==> src/rtl/cfg_cmd_pkg.sv <==
package cfg_cmd_pkg;

  localparam int REG_W  = 32;
  localparam int MB_OSC = 6;

  typedef struct packed {
    logic        launch;
    logic        is_wr;
    logic [3:0]  dcc;
    logic [5:0]  fcode;
    logic [1:0]  rsvd;
    logic [1:0]  site;
    logic [3:0]  pos;
    logic [11:0] dev;
  } cmd_word_t;

  typedef enum logic [1:0] {
    SEL_CMD  = 2'd0,
    SEL_DATA = 2'd1,
    SEL_STAT = 2'd2,
    SEL_NONE = 2'd3
  } reg_sel_e;

  localparam logic [5:0] FC_OSC   = 6'd1;
  localparam logic [5:0] FC_VOLT  = 6'd2;
  localparam logic [5:0] FC_VMUX  = 6'd7;
  localparam logic [5:0] FC_POFF  = 6'd8;
  localparam logic [5:0] FC_RBOOT = 6'd9;
  localparam logic [5:0] FC_DMODE = 6'd11;

  localparam logic [31:0] MB_VOLT_UV   = 32'd3300000;
  localparam logic [31:0] CMD_KEEP_MSK = 32'h7FF3_FFFF;

  function automatic logic [31:0] mb_osc_reset(input int idx);
    case (idx)
      0:       return 32'd50000000;
      1:       return 32'd23750000;
      default: return 32'd24000000;
    endcase
  endfunction

endpackage

==> src/rtl/cfg_cmd_decode.sv <==
module cfg_cmd_decode
  import cfg_cmd_pkg::*;
#(
  parameter int DB_OSC_DEPTH  = 2,
  parameter int DB_VOLT_DEPTH = 2,
  parameter logic [DB_VOLT_DEPTH*32-1:0] DB_VOLT_VAL = {32'd1000000, 32'd900000},
  localparam int NOSC = MB_OSC + DB_OSC_DEPTH,
  localparam int IDXW = (NOSC > 1) ? $clog2(NOSC) : 1
) (
  input  cmd_word_t         cmd,
  output logic              acc_ok,
  output logic              osc_hit,
  output logic [IDXW-1:0]   osc_idx,
  output logic [REG_W-1:0]  volt_val,
  output logic              poff_hit,
  output logic              rboot_hit
);

  logic base_ok;
  logic on_mb;
  logic on_db;
  logic dev0;
  logic [REG_W-1:0] db_volt;

  assign base_ok = (cmd.dcc == 4'd0) && (cmd.pos == 4'd0) && !cmd.site[1];
  assign on_mb   = (cmd.site == 2'd0);
  assign on_db   = (cmd.site == 2'd1);
  assign dev0    = (cmd.dev == 12'd0);

  always_comb begin
    db_volt = '0;
    for (int k = 0; k < DB_VOLT_DEPTH; k++) begin
      if (cmd.dev == 12'(k)) db_volt = DB_VOLT_VAL[k*32 +: 32];
    end
  end

  always_comb begin
    acc_ok    = 1'b0;
    osc_hit   = 1'b0;
    osc_idx   = '0;
    volt_val  = '0;
    poff_hit  = 1'b0;
    rboot_hit = 1'b0;
    if (base_ok) begin
      case (cmd.fcode)
        FC_OSC: begin
          if (on_mb && (cmd.dev < 12'(MB_OSC))) begin
            acc_ok  = 1'b1;
            osc_hit = 1'b1;
            osc_idx = IDXW'(cmd.dev);
          end else if (on_db && (cmd.dev < 12'(DB_OSC_DEPTH))) begin
            acc_ok  = 1'b1;
            osc_hit = 1'b1;
            osc_idx = IDXW'(MB_OSC) + IDXW'(cmd.dev);
          end
        end
        FC_VOLT: begin
          if (!cmd.is_wr) begin
            if (on_db && (cmd.dev < 12'(DB_VOLT_DEPTH))) begin
              acc_ok   = 1'b1;
              volt_val = db_volt;
            end else if (on_mb && dev0) begin
              acc_ok   = 1'b1;
              volt_val = MB_VOLT_UV;
            end
          end
        end
        FC_VMUX, FC_DMODE: begin
          acc_ok = cmd.is_wr && on_mb && dev0;
        end
        FC_POFF: begin
          acc_ok   = cmd.is_wr && on_mb && dev0;
          poff_hit = cmd.is_wr && on_mb && dev0;
        end
        FC_RBOOT: begin
          acc_ok    = cmd.is_wr && on_mb && dev0;
          rboot_hit = cmd.is_wr && on_mb && dev0;
        end
        default: acc_ok = 1'b0;
      endcase
    end
  end

endmodule

==> src/rtl/cfg_osc_bank.sv <==
module cfg_osc_bank
  import cfg_cmd_pkg::*;
#(
  parameter int DB_OSC_DEPTH = 2,
  parameter logic [DB_OSC_DEPTH*32-1:0] DB_OSC_INIT = {32'd45000000, 32'd60000000},
  localparam int NOSC = MB_OSC + DB_OSC_DEPTH,
  localparam int IDXW = (NOSC > 1) ? $clog2(NOSC) : 1
) (
  input  logic              clk,
  input  logic              rst_n,
  input  logic              we,
  input  logic [IDXW-1:0]   idx,
  input  logic [REG_W-1:0]  wdata,
  output logic [REG_W-1:0]  rdata
);

  logic [REG_W-1:0] osc_q [NOSC];

  for (genvar i = 0; i < NOSC; i++) begin : g_osc
    localparam logic [REG_W-1:0] RST_VAL =
      (i < MB_OSC) ? mb_osc_reset(i) : DB_OSC_INIT[((i >= MB_OSC) ? (i - MB_OSC) : 0)*32 +: 32];
    logic ent_en;
    assign ent_en = we && (idx == IDXW'(i));
    always_ff @(posedge clk or negedge rst_n) begin
      if (!rst_n)      osc_q[i] <= RST_VAL;
      else if (ent_en) osc_q[i] <= wdata;
    end
  end

  always_comb begin
    rdata = '0;
    for (int k = 0; k < NOSC; k++) begin
      if (idx == IDXW'(k)) rdata = osc_q[k];
    end
  end

endmodule

==> src/rtl/cfg_cmd_ctrl.sv <==
module cfg_cmd_ctrl
  import cfg_cmd_pkg::*;
#(
  parameter int DB_OSC_DEPTH  = 2,
  parameter logic [DB_OSC_DEPTH*32-1:0]  DB_OSC_INIT = {32'd45000000, 32'd60000000},
  parameter int DB_VOLT_DEPTH = 2,
  parameter logic [DB_VOLT_DEPTH*32-1:0] DB_VOLT_VAL = {32'd1000000, 32'd900000}
) (
  input  logic        clk,
  input  logic        rst_n,
  input  logic        wr_en,
  input  logic [1:0]  reg_sel,
  input  logic [31:0] wr_data,
  output logic [31:0] rd_data,
  output logic        shutdown_req,
  output logic        reboot_req
);

  localparam int NOSC = MB_OSC + DB_OSC_DEPTH;
  localparam int IDXW = (NOSC > 1) ? $clog2(NOSC) : 1;

  cmd_word_t        wcmd;
  logic             cmd_wr;
  logic             launch;
  logic             acc_ok;
  logic             osc_hit;
  logic [IDXW-1:0]  osc_idx;
  logic [REG_W-1:0] volt_val;
  logic [REG_W-1:0] osc_rdata;
  logic             poff_hit;
  logic             rboot_hit;
  logic             osc_we;
  logic [REG_W-1:0] rd_result;

  logic [REG_W-1:0] cmd_q,  cmd_d;
  logic [REG_W-1:0] data_q, data_d;
  logic [1:0]       stat_q, stat_d;
  logic             poff_q, poff_d;
  logic             rboot_q, rboot_d;
  logic             cmd_en, data_en, stat_en;

  assign wcmd   = cmd_word_t'(wr_data);
  assign cmd_wr = wr_en && (reg_sel == SEL_CMD);
  assign launch = cmd_wr && wcmd.launch;

  cfg_cmd_decode #(
    .DB_OSC_DEPTH  (DB_OSC_DEPTH),
    .DB_VOLT_DEPTH (DB_VOLT_DEPTH),
    .DB_VOLT_VAL   (DB_VOLT_VAL)
  ) u_decode (
    .cmd       (wcmd),
    .acc_ok    (acc_ok),
    .osc_hit   (osc_hit),
    .osc_idx   (osc_idx),
    .volt_val  (volt_val),
    .poff_hit  (poff_hit),
    .rboot_hit (rboot_hit)
  );

  assign osc_we = launch && acc_ok && wcmd.is_wr && osc_hit;

  cfg_osc_bank #(
    .DB_OSC_DEPTH (DB_OSC_DEPTH),
    .DB_OSC_INIT  (DB_OSC_INIT)
  ) u_osc (
    .clk   (clk),
    .rst_n (rst_n),
    .we    (osc_we),
    .idx   (osc_idx),
    .wdata (data_q),
    .rdata (osc_rdata)
  );

  assign rd_result = osc_hit ? osc_rdata : volt_val;

  // next-state logic
  always_comb begin
    cmd_en  = cmd_wr;
    cmd_d   = wr_data & CMD_KEEP_MSK;
    data_en = 1'b0;
    data_d  = data_q;
    stat_en = 1'b0;
    stat_d  = stat_q;
    if (wr_en && (reg_sel == SEL_DATA)) begin
      data_en = 1'b1;
      data_d  = wr_data;
    end else if (launch && !wcmd.is_wr && acc_ok) begin
      data_en = 1'b1;
      data_d  = rd_result;
    end
    if (wr_en && (reg_sel == SEL_STAT)) begin
      stat_en = 1'b1;
      stat_d  = wr_data[1:0];
    end else if (launch) begin
      stat_en = 1'b1;
      stat_d  = {~acc_ok, 1'b1};
    end
    poff_d  = launch && acc_ok && poff_hit;
    rboot_d = launch && acc_ok && rboot_hit;
  end

  // state registers
  always_ff @(posedge clk or negedge rst_n) begin
    if (!rst_n) begin
      cmd_q   <= '0;
      data_q  <= '0;
      stat_q  <= '0;
      poff_q  <= 1'b0;
      rboot_q <= 1'b0;
    end else begin
      if (cmd_en)  cmd_q  <= cmd_d;
      if (data_en) data_q <= data_d;
      if (stat_en) stat_q <= stat_d;
      poff_q  <= poff_d;
      rboot_q <= rboot_d;
    end
  end

  always_comb begin
    case (reg_sel)
      SEL_CMD:  rd_data = cmd_q;
      SEL_DATA: rd_data = data_q;
      SEL_STAT: rd_data = {30'd0, stat_q};
      default:  rd_data = '0;
    endcase
  end

  assign shutdown_req = poff_q;
  assign reboot_req   = rboot_q;

endmodule

==> config.mk <==
export PLATFORM = sky130hd
export DESIGN_NAME = cfg_cmd_ctrl
export DESIGN_NICKNAME = d
export VERILOG_FILES = /design/src/rtl/cfg_cmd_pkg.sv /design/src/rtl/cfg_cmd_decode.sv /design/src/rtl/cfg_osc_bank.sv /design/src/rtl/cfg_cmd_ctrl.sv
export SDC_FILE = /design/constraint.sdc
export NUM_CORES = 1
export LEC_CHECK = 0
export ABC_AREA = 1
export BUFFER_PORTS_ARGS = -buffer_cell sky130_fd_sc_hd__buf_4
export CAP_MARGIN = 20
export CORE_MARGIN = 2
export CORE_UTILIZATION = 45
export CTS_CLUSTER_SIZE = 20
export DETAILED_ROUTE_END_ITERATION = 7
export SLEW_MARGIN = 10
export SYNTH_ARGS = -nofsm -noshare
export SYNTH_HDL_FRONTEND = slang
export SYNTH_SLANG_ARGS = --single-unit
==> constraint.sdc <==
create_clock -name clk -period 1.5 [get_ports clk]
set_input_delay 0.3 -clock clk [delete_from_list [all_inputs] [get_ports clk]]
set_output_delay 0.3 -clock clk [all_outputs]
set_load 0.1 [all_outputs]
[Word-level counts from Yosys, hierarchy flattened]
Cells that the tools add are included.
Storage, ports and cells
  output and inout port bits: 34
  register bits: 321
  word-level logic and storage cells: 115
  bits of input ports: 37
Operators by class
  order comparisons: 2
  bitwise logic cells: 1
  multiplexer cells: 42
  add/sub/neg operators: 1
  equal/unequal tests: 17
  reduce and logical (&&, ||, !) cells: 39
Operators with widths (number)
  two-way mux 32 bit: 15
  case mux 32 bit (3 select lines): 1
  two-way mux 20 bit: 2
  logical AND 1 bit: 26
  two-way mux 22 bit: 1
  == test 6 x 4 -> 1 bit (second input constant): 3
  two-way mux 1 bit: 16
  == test 12 x 1 -> 1 bit (second input constant): 1
  == test 3 bit (second input constant): 4
  zero test 12 bit: 1
  < comparator 12 x 2 -> 1 bit (second input constant): 1
  < comparator 12 x 3 -> 1 bit (second input constant): 1
  two-way mux 3 bit: 4
  zero test 4 bit: 2
  == test 3 x 2 -> 1 bit (second input constant): 2
  == test 6 x 1 -> 1 bit (second input constant): 1
  == test 6 x 2 -> 1 bit (second input constant): 1
  == test 6 x 3 -> 1 bit (second input constant): 1
  == test 2 x 1 -> 1 bit (second input constant): 2
  zero test 2 bit: 2
  two-way mux 2 bit: 2
  AND reduction 2 bit: 2
  nonzero test 2 bit: 2
  OR reduction 4 bit: 1
  7 further kinds: 8

[Logic depth before layout (Yosys ltp)]
  depth after elaboration: 18
  mapped depth: 21
  gate-level depth less buffers: 20

[Modules after synthesis]
From an unflattened synthesis, not the netlist that was laid out.
Second synthesis, totals
  cell total of the unflattened synthesis: 1942
  area, all modules: 15668.8 µm²
Modules (own cells, without submodules)
  cfg_osc_bank: times used 1, cells each 1316, area an instance 11345.9 µm²
  cfg_cmd_ctrl: times used 1, cells each 516, area an instance 3713.6 µm²
  cfg_cmd_decode: times used 1, cells each 110, area an instance 609.3 µm²

[Worst setup path after synthesis]
Ideal clock, no wire load.
  path kind: input to output
  from: in reg_sel[0]
  to: out rd_data[13]
  stages: 5
  data arrival time: 2.793 ns
  slack: -1.593 ns
  required time: 1.200 ns
  path through: inv_1 > nor2_1 > inv_1 > clkbuf_1 > o21ai_0
Between the ends
  word-level cells in the longest chain between the ends: 2
RTL lines
  from (decl): RTL line cfg_cmd_ctrl.sv:12  | input logic [1:0] reg_sel,
  == test 2 bit (tied with other cells): RTL line cfg_cmd_ctrl.sv:120  | case (reg_sel)
  case mux 32 bit (3 select lines) (*): RTL line cfg_cmd_ctrl.sv:120
  to (decl): RTL line cfg_cmd_ctrl.sv:14  | output logic [31:0] rd_data,
Every way passes the cells marked *; elsewhere a longest branch is shown, timed or not.

[Worst setup path in the final report]
  from: in wr_data[9]
  to: reg data_q[21]
Between the ends
  word-level cells in the longest chain between the ends: 18
RTL lines
  from (decl): RTL line cfg_cmd_ctrl.sv:13  | input logic [31:0] wr_data,
  < comparator 12 x 2 -> 1 bit: RTL line cfg_cmd_decode.sv:51, cfg_cmd_decode.sv:59
  logical AND 1 bit: RTL line cfg_cmd_decode.sv:51, cfg_cmd_decode.sv:59
  two-way mux 3 bit: RTL line cfg_cmd_decode.sv:51  | end else if (on_db && (cmd.dev < 12'(DB_OSC_DEPTH))) begin
  two-way mux 3 bit: RTL line cfg_cmd_decode.sv:47  | if (on_mb && (cmd.dev < 12'(MB_OSC))) begin
  two-way mux 3 bit: RTL line cfg_cmd_decode.sv:45  | case (cmd.fcode)
  two-way mux 3 bit: RTL line cfg_cmd_decode.sv:44  | if (base_ok) begin
  zero test 3 bit: RTL line cfg_osc_bank.sv:33  | if (idx == IDXW'(k)) rdata = osc_q[k];
  two-way mux 32 bit (8 in series): RTL line cfg_osc_bank.sv:33
  two-way mux 32 bit: RTL line cfg_cmd_ctrl.sv:74  | assign rd_result = osc_hit ? osc_rdata : volt_val;
  two-way mux 32 bit: RTL line cfg_cmd_ctrl.sv:87  | end else if (launch && !wcmd.is_wr && acc_ok) begin
  two-way mux 32 bit: RTL line cfg_cmd_ctrl.sv:84  | if (wr_en && (reg_sel == SEL_DATA)) begin
  to (signal assigned): RTL line cfg_cmd_ctrl.sv:112  | if (data_en) data_q <= data_d;
  to (decl): RTL line cfg_cmd_ctrl.sv:36  | logic [REG_W-1:0] data_q, data_d;
Parallel ways exist; a longest one is shown, timed or not. The select of a mux whose other input is x is not followed.
A chain may end at the register's enable or synchronous reset.

==> metrics.csv <==
stage,metric,value,unit
synthesis,synth_nets,1899,
min_path,hold_path_depth,3,
final_layout,drive_above_1_share,33.5,%
setup_path,endpoint_kind,register,
routing,drtIter0Drc,1318,
clocking,clockBufferDepth,3,
clocking,clkTransAtPathRegs,0.06,ns
floorplan,fp.dieH,185,µm
pwr,seqPwrFrac,43.3,%
status,violations,negative setup slack,
floorplan,pin_count,71,
setup_path,path_delay_family,simple AND/OR/NAND/NOR gates,
timing,timing.slew.headroom,47.0,%
routing,wire_per_inst,20.1,µm
synthesis,avgSynthCellArea,7.95,µm²
final_layout,nets,2188,
setup_path,worstReg2RegStart,u_osc.osc_q[173],
synthesis,synth_top_area_share,39.9,%
synthesis,synth_cell_types,32,
global_route,grt_max_degree,57,
setup_path,crit_chain,buf_8 -> nor2_4 -> nand2_2 -> nor2_4 -> nand3_4 -> nand2_4 -> nand2_4 -> nor2_4 -> buf_12 -> nand2_4 -> nor3_4 -> inv_4 -> buf_12 -> nor2_1 -> nor2_1 -> nand2_1 -> nand2_1 -> nand2_1 -> nand2_1,
final_layout,num_antenna_cells,0,
timing,fin_ws,-0.558,ns
setup_path,path_class,input pin to register,
routing,drcViolationCount,0,
synthesis,synth-seq-cells,321,
setup_path,r2r_cells,8,
setup_path,cpMostUsedCell,nand2_1,
flow_run,max-cap-violations,0,
timing,fin_crit,2.06,ns
timing,grt_setup_unrepaired,yes,
routing,drt_wl_total,52.7,mm
min_path,hold_end,shutdown_req,
routing,via_per_inst,5.47,
routing,vias,14336,
pwr,p_int,15.2,mW
status,status,"complete, but fails checks",
floorplan,initial_core_util,45.6,%
setup_path,crit_required,1.93,ns
timing,setup_tns,-135.76,ns
synthesis,synth.largest_area_cell,dfrtp_1,
global_route,grt_pass1_vias,13887,
place,gp_congestion,0.865,
clocking,cts_buffers,38,
synthesis,syn_area,14800,µm²
global_route,overflow,0,
setup_path,critPathSlowestCell,nor3_4,
global_route,antenna_found_initial,0,
place,dp_hpwl,33.1,mm
setup_path,r2r_slack,0.16,ns
clocking,cts.sinks,321,
clocking,clkLatencyLatePin,0.54,ns
clocking,clockRootBuffer,clkbuf_16,
timing,setup_violations,320,
setup_path,worstPathArrival,2.49,ns
pwr,swShare,27.2,%
synthesis,synth_area_leaders,"dfrtp_1, nand2_1, dfstp_2, o21ai_0, nand3_1",
routing,firstDrtPassIters,5,
final_layout,fillers,2617,
pwr,p_leak,9.82,nW
timing,report.final.slew_viol_count,0,
pwr,powerDensity,981,nW/µm²
synthesis,yosys_warnings,0,
synthesis,syn_inst,1862,
setup_path,rr_endpoint,data_q[13],
global_route,grt_pass1_wl,78.6,mm
clocking,cts_tree,yes,
timing,timing.final.crit_share,137,%
setup_path,slowest_delay,0.33,ns
timing,hold_viol,0,
routing,ant_nets,0,
floorplan,rows,66,
global_route,grtUsageTotal,29.8,%
min_path,min-delay-start,wr_data[20],
pwr,peakVddDrop,0.928,mV
final_layout,areaGrowthSynthToFinish,43.6,%
final_layout,final_util,65.5,%
min_path,min_path_type,input pin to register,
setup_path,cp_max_fo,6,
clocking,htreeDepth,2,
timing,fmax,0.486,GHz
final_layout,fin_area,21300,µm²
setup_path,start_kind,input pin,
synthesis,ys_seq_area_share,55.0,%
place,numPortBuffers,70,
floorplan,die_w,185,µm
setup_path,cp.buffers_inverters,4,
place,place_area,18200,µm²
pwr,clkPwrFrac,44.4,%
pwr,p_sw,5.67,mW
timing,clock_skew,0.0211,ns
timing,worstMarginPinSlew,0.792,ns
pwr,p_comb_share,12.3,%
floorplan,core_area,32500,µm²
floorplan,die_area,34400,µm²
==> Yosys cell counts, drive strengths merged <==
library cell,number
a41oi,1
clkinv,4
nor3,12
nor2,152
clkbuf,74
dfstp,85
nor4,1
dfrtp,236
or4,1
o21ai,320
o221ai,1
o22ai,4
inv,118
nand3,112
o211ai,2
buf,24
a21oi,46
a31oi,1
o32ai,1
nand2,625
nand4,42
==> flip-flops by register name (all words and copies together) (netlist names) <==
name	cells
reboot_req	1
stat_q	2
cmd_q	29
shutdown_req	1
u_osc.osc_q	256
data_q	32
==> cells in the final DEF (no fill, tap or decap), types with 6 or more instances in the layout <==
cell type	count
a21oi_1	43
buf_12	53
buf_16	9
buf_4	231
buf_6	31
buf_8	8
clkbuf_1	7
clkbuf_16	51
clkbuf_8	11
clkinv_2	6
dfrtp_1	236
dfstp_2	85
inv_1	105
inv_2	11
nand2_1	540
nand2_2	52
nand2_4	28
nand3_1	90
nand3_2	15
nand3_4	7
nand4_1	42
nor2_1	111
nor2_2	28
nor2_4	13
nor3_4	6
o21ai_0	30
o21ai_1	225
o21ai_2	46
o21ai_4	20
==> cell type report <==
| cell class | count | area [µm²] | area share, % |
|---|---|---|---|
| clock buffers | 57 | 1150 | 5.43 |
| clock inverters | 11 | 111 | 0.524 |
| inverters | 122 | 480 | 2.26 |
| multi-input cells | 1322 | 6980 | 32.8 |
| flip-flops and latches | 321 | 8140 | 38.3 |
| well taps | 442 | 553 | 2.60 |
| repair buffers | 345 | 3820 | 18.0 |
| repair inverters | 1 | 16.3 | 0.0765 |
==> kinds of logic after synthesis <==
logic type / after synthesis / synth area share [%]
AND/OR/NAND/NOR: 945 / 26.4
AO/OA/AOI/OAI: 376 / 12.9
flip-flops: 321 / 55.0
buffers and inverters: 220 / 5.76
==> worst register-to-register path, cell delays in order (launching register included) <==
cell	delay, ns
dfstp_2	0.54
nand4_1	0.13
nand3_2	0.13
nor2_4	0.04
nand4_1	0.16
nand2_1	0.10
nand2_1	0.08
nand2_1	0.05
nand2_1	0.05
==> worst max path at each step <==
stage / slack [ns] / from / to / depth (start not counted)
floorplan: -0.89 / reg_sel[0] / rd_data[0] / 5
global placement: -1.10 / wr_data[11] / data_q[22] / 16
detailed placement: -1.15 / wr_data[6] / data_q[22] / 16
CTS: -0.48 / wr_data[9] / data_q[18] / 19
global route: -0.68 / wr_data[9] / u_osc.osc_q[240] / 18
finish: -0.56 / wr_data[9] / data_q[21] / 19
==> metal layers <==
metal	track usage, %	wire [µm]	vias to the layer above
met5	0	0	-
met4	9.33	1450	0
met3	6.53	4290	118
met2	44.6	23800	612
met1	43.0	23200	6946
li1	-	-	6660
==> stage by stage <==
step / hold slack (ns) / total power [mW] / cells / setup slack (ns)
2_1_floorplan: 0.00441 / 10.4 / 1862 / -0.886
3_3_place_gp: 0.176 / 11.6 / 2500 / -1.10
3_5_place_dp: 0.178 / 11.6 / 2500 / -1.15
4_1_cts: 0.0328 / 20.9 / 2602 / -0.479
5_1_grt: 0.0637 / 21.6 / 2621 / -0.679
6_report: 0.0554 / 20.9 / 2621 / -0.558
==> power groups by stage <==
| stage | combinational (mW) | sequential, mW | clock [mW] |
|---|---|---|---|
| detailed placement | 2.43 | 9.16 | 0 |
| global route | 2.75 | 9.05 | 9.78 |
| global placement | 2.41 | 9.16 | 0 |
| finish | 2.56 | 9.02 | 9.26 |
| floorplan | 1.30 | 9.14 | 0 |
| CTS | 2.52 | 9.02 | 9.39 |
==> what timing repair did <==
action	in CTS	in global routing
endpoints found under the setup margin	320	323
buffers inserted	24	3
pin swaps	30	13
cloned	9	16
hold buffers	1	0
hold endpoints to repair	170	0
resized for setup	133	153
Note: power is estimated with default switching activity, not from simulation.
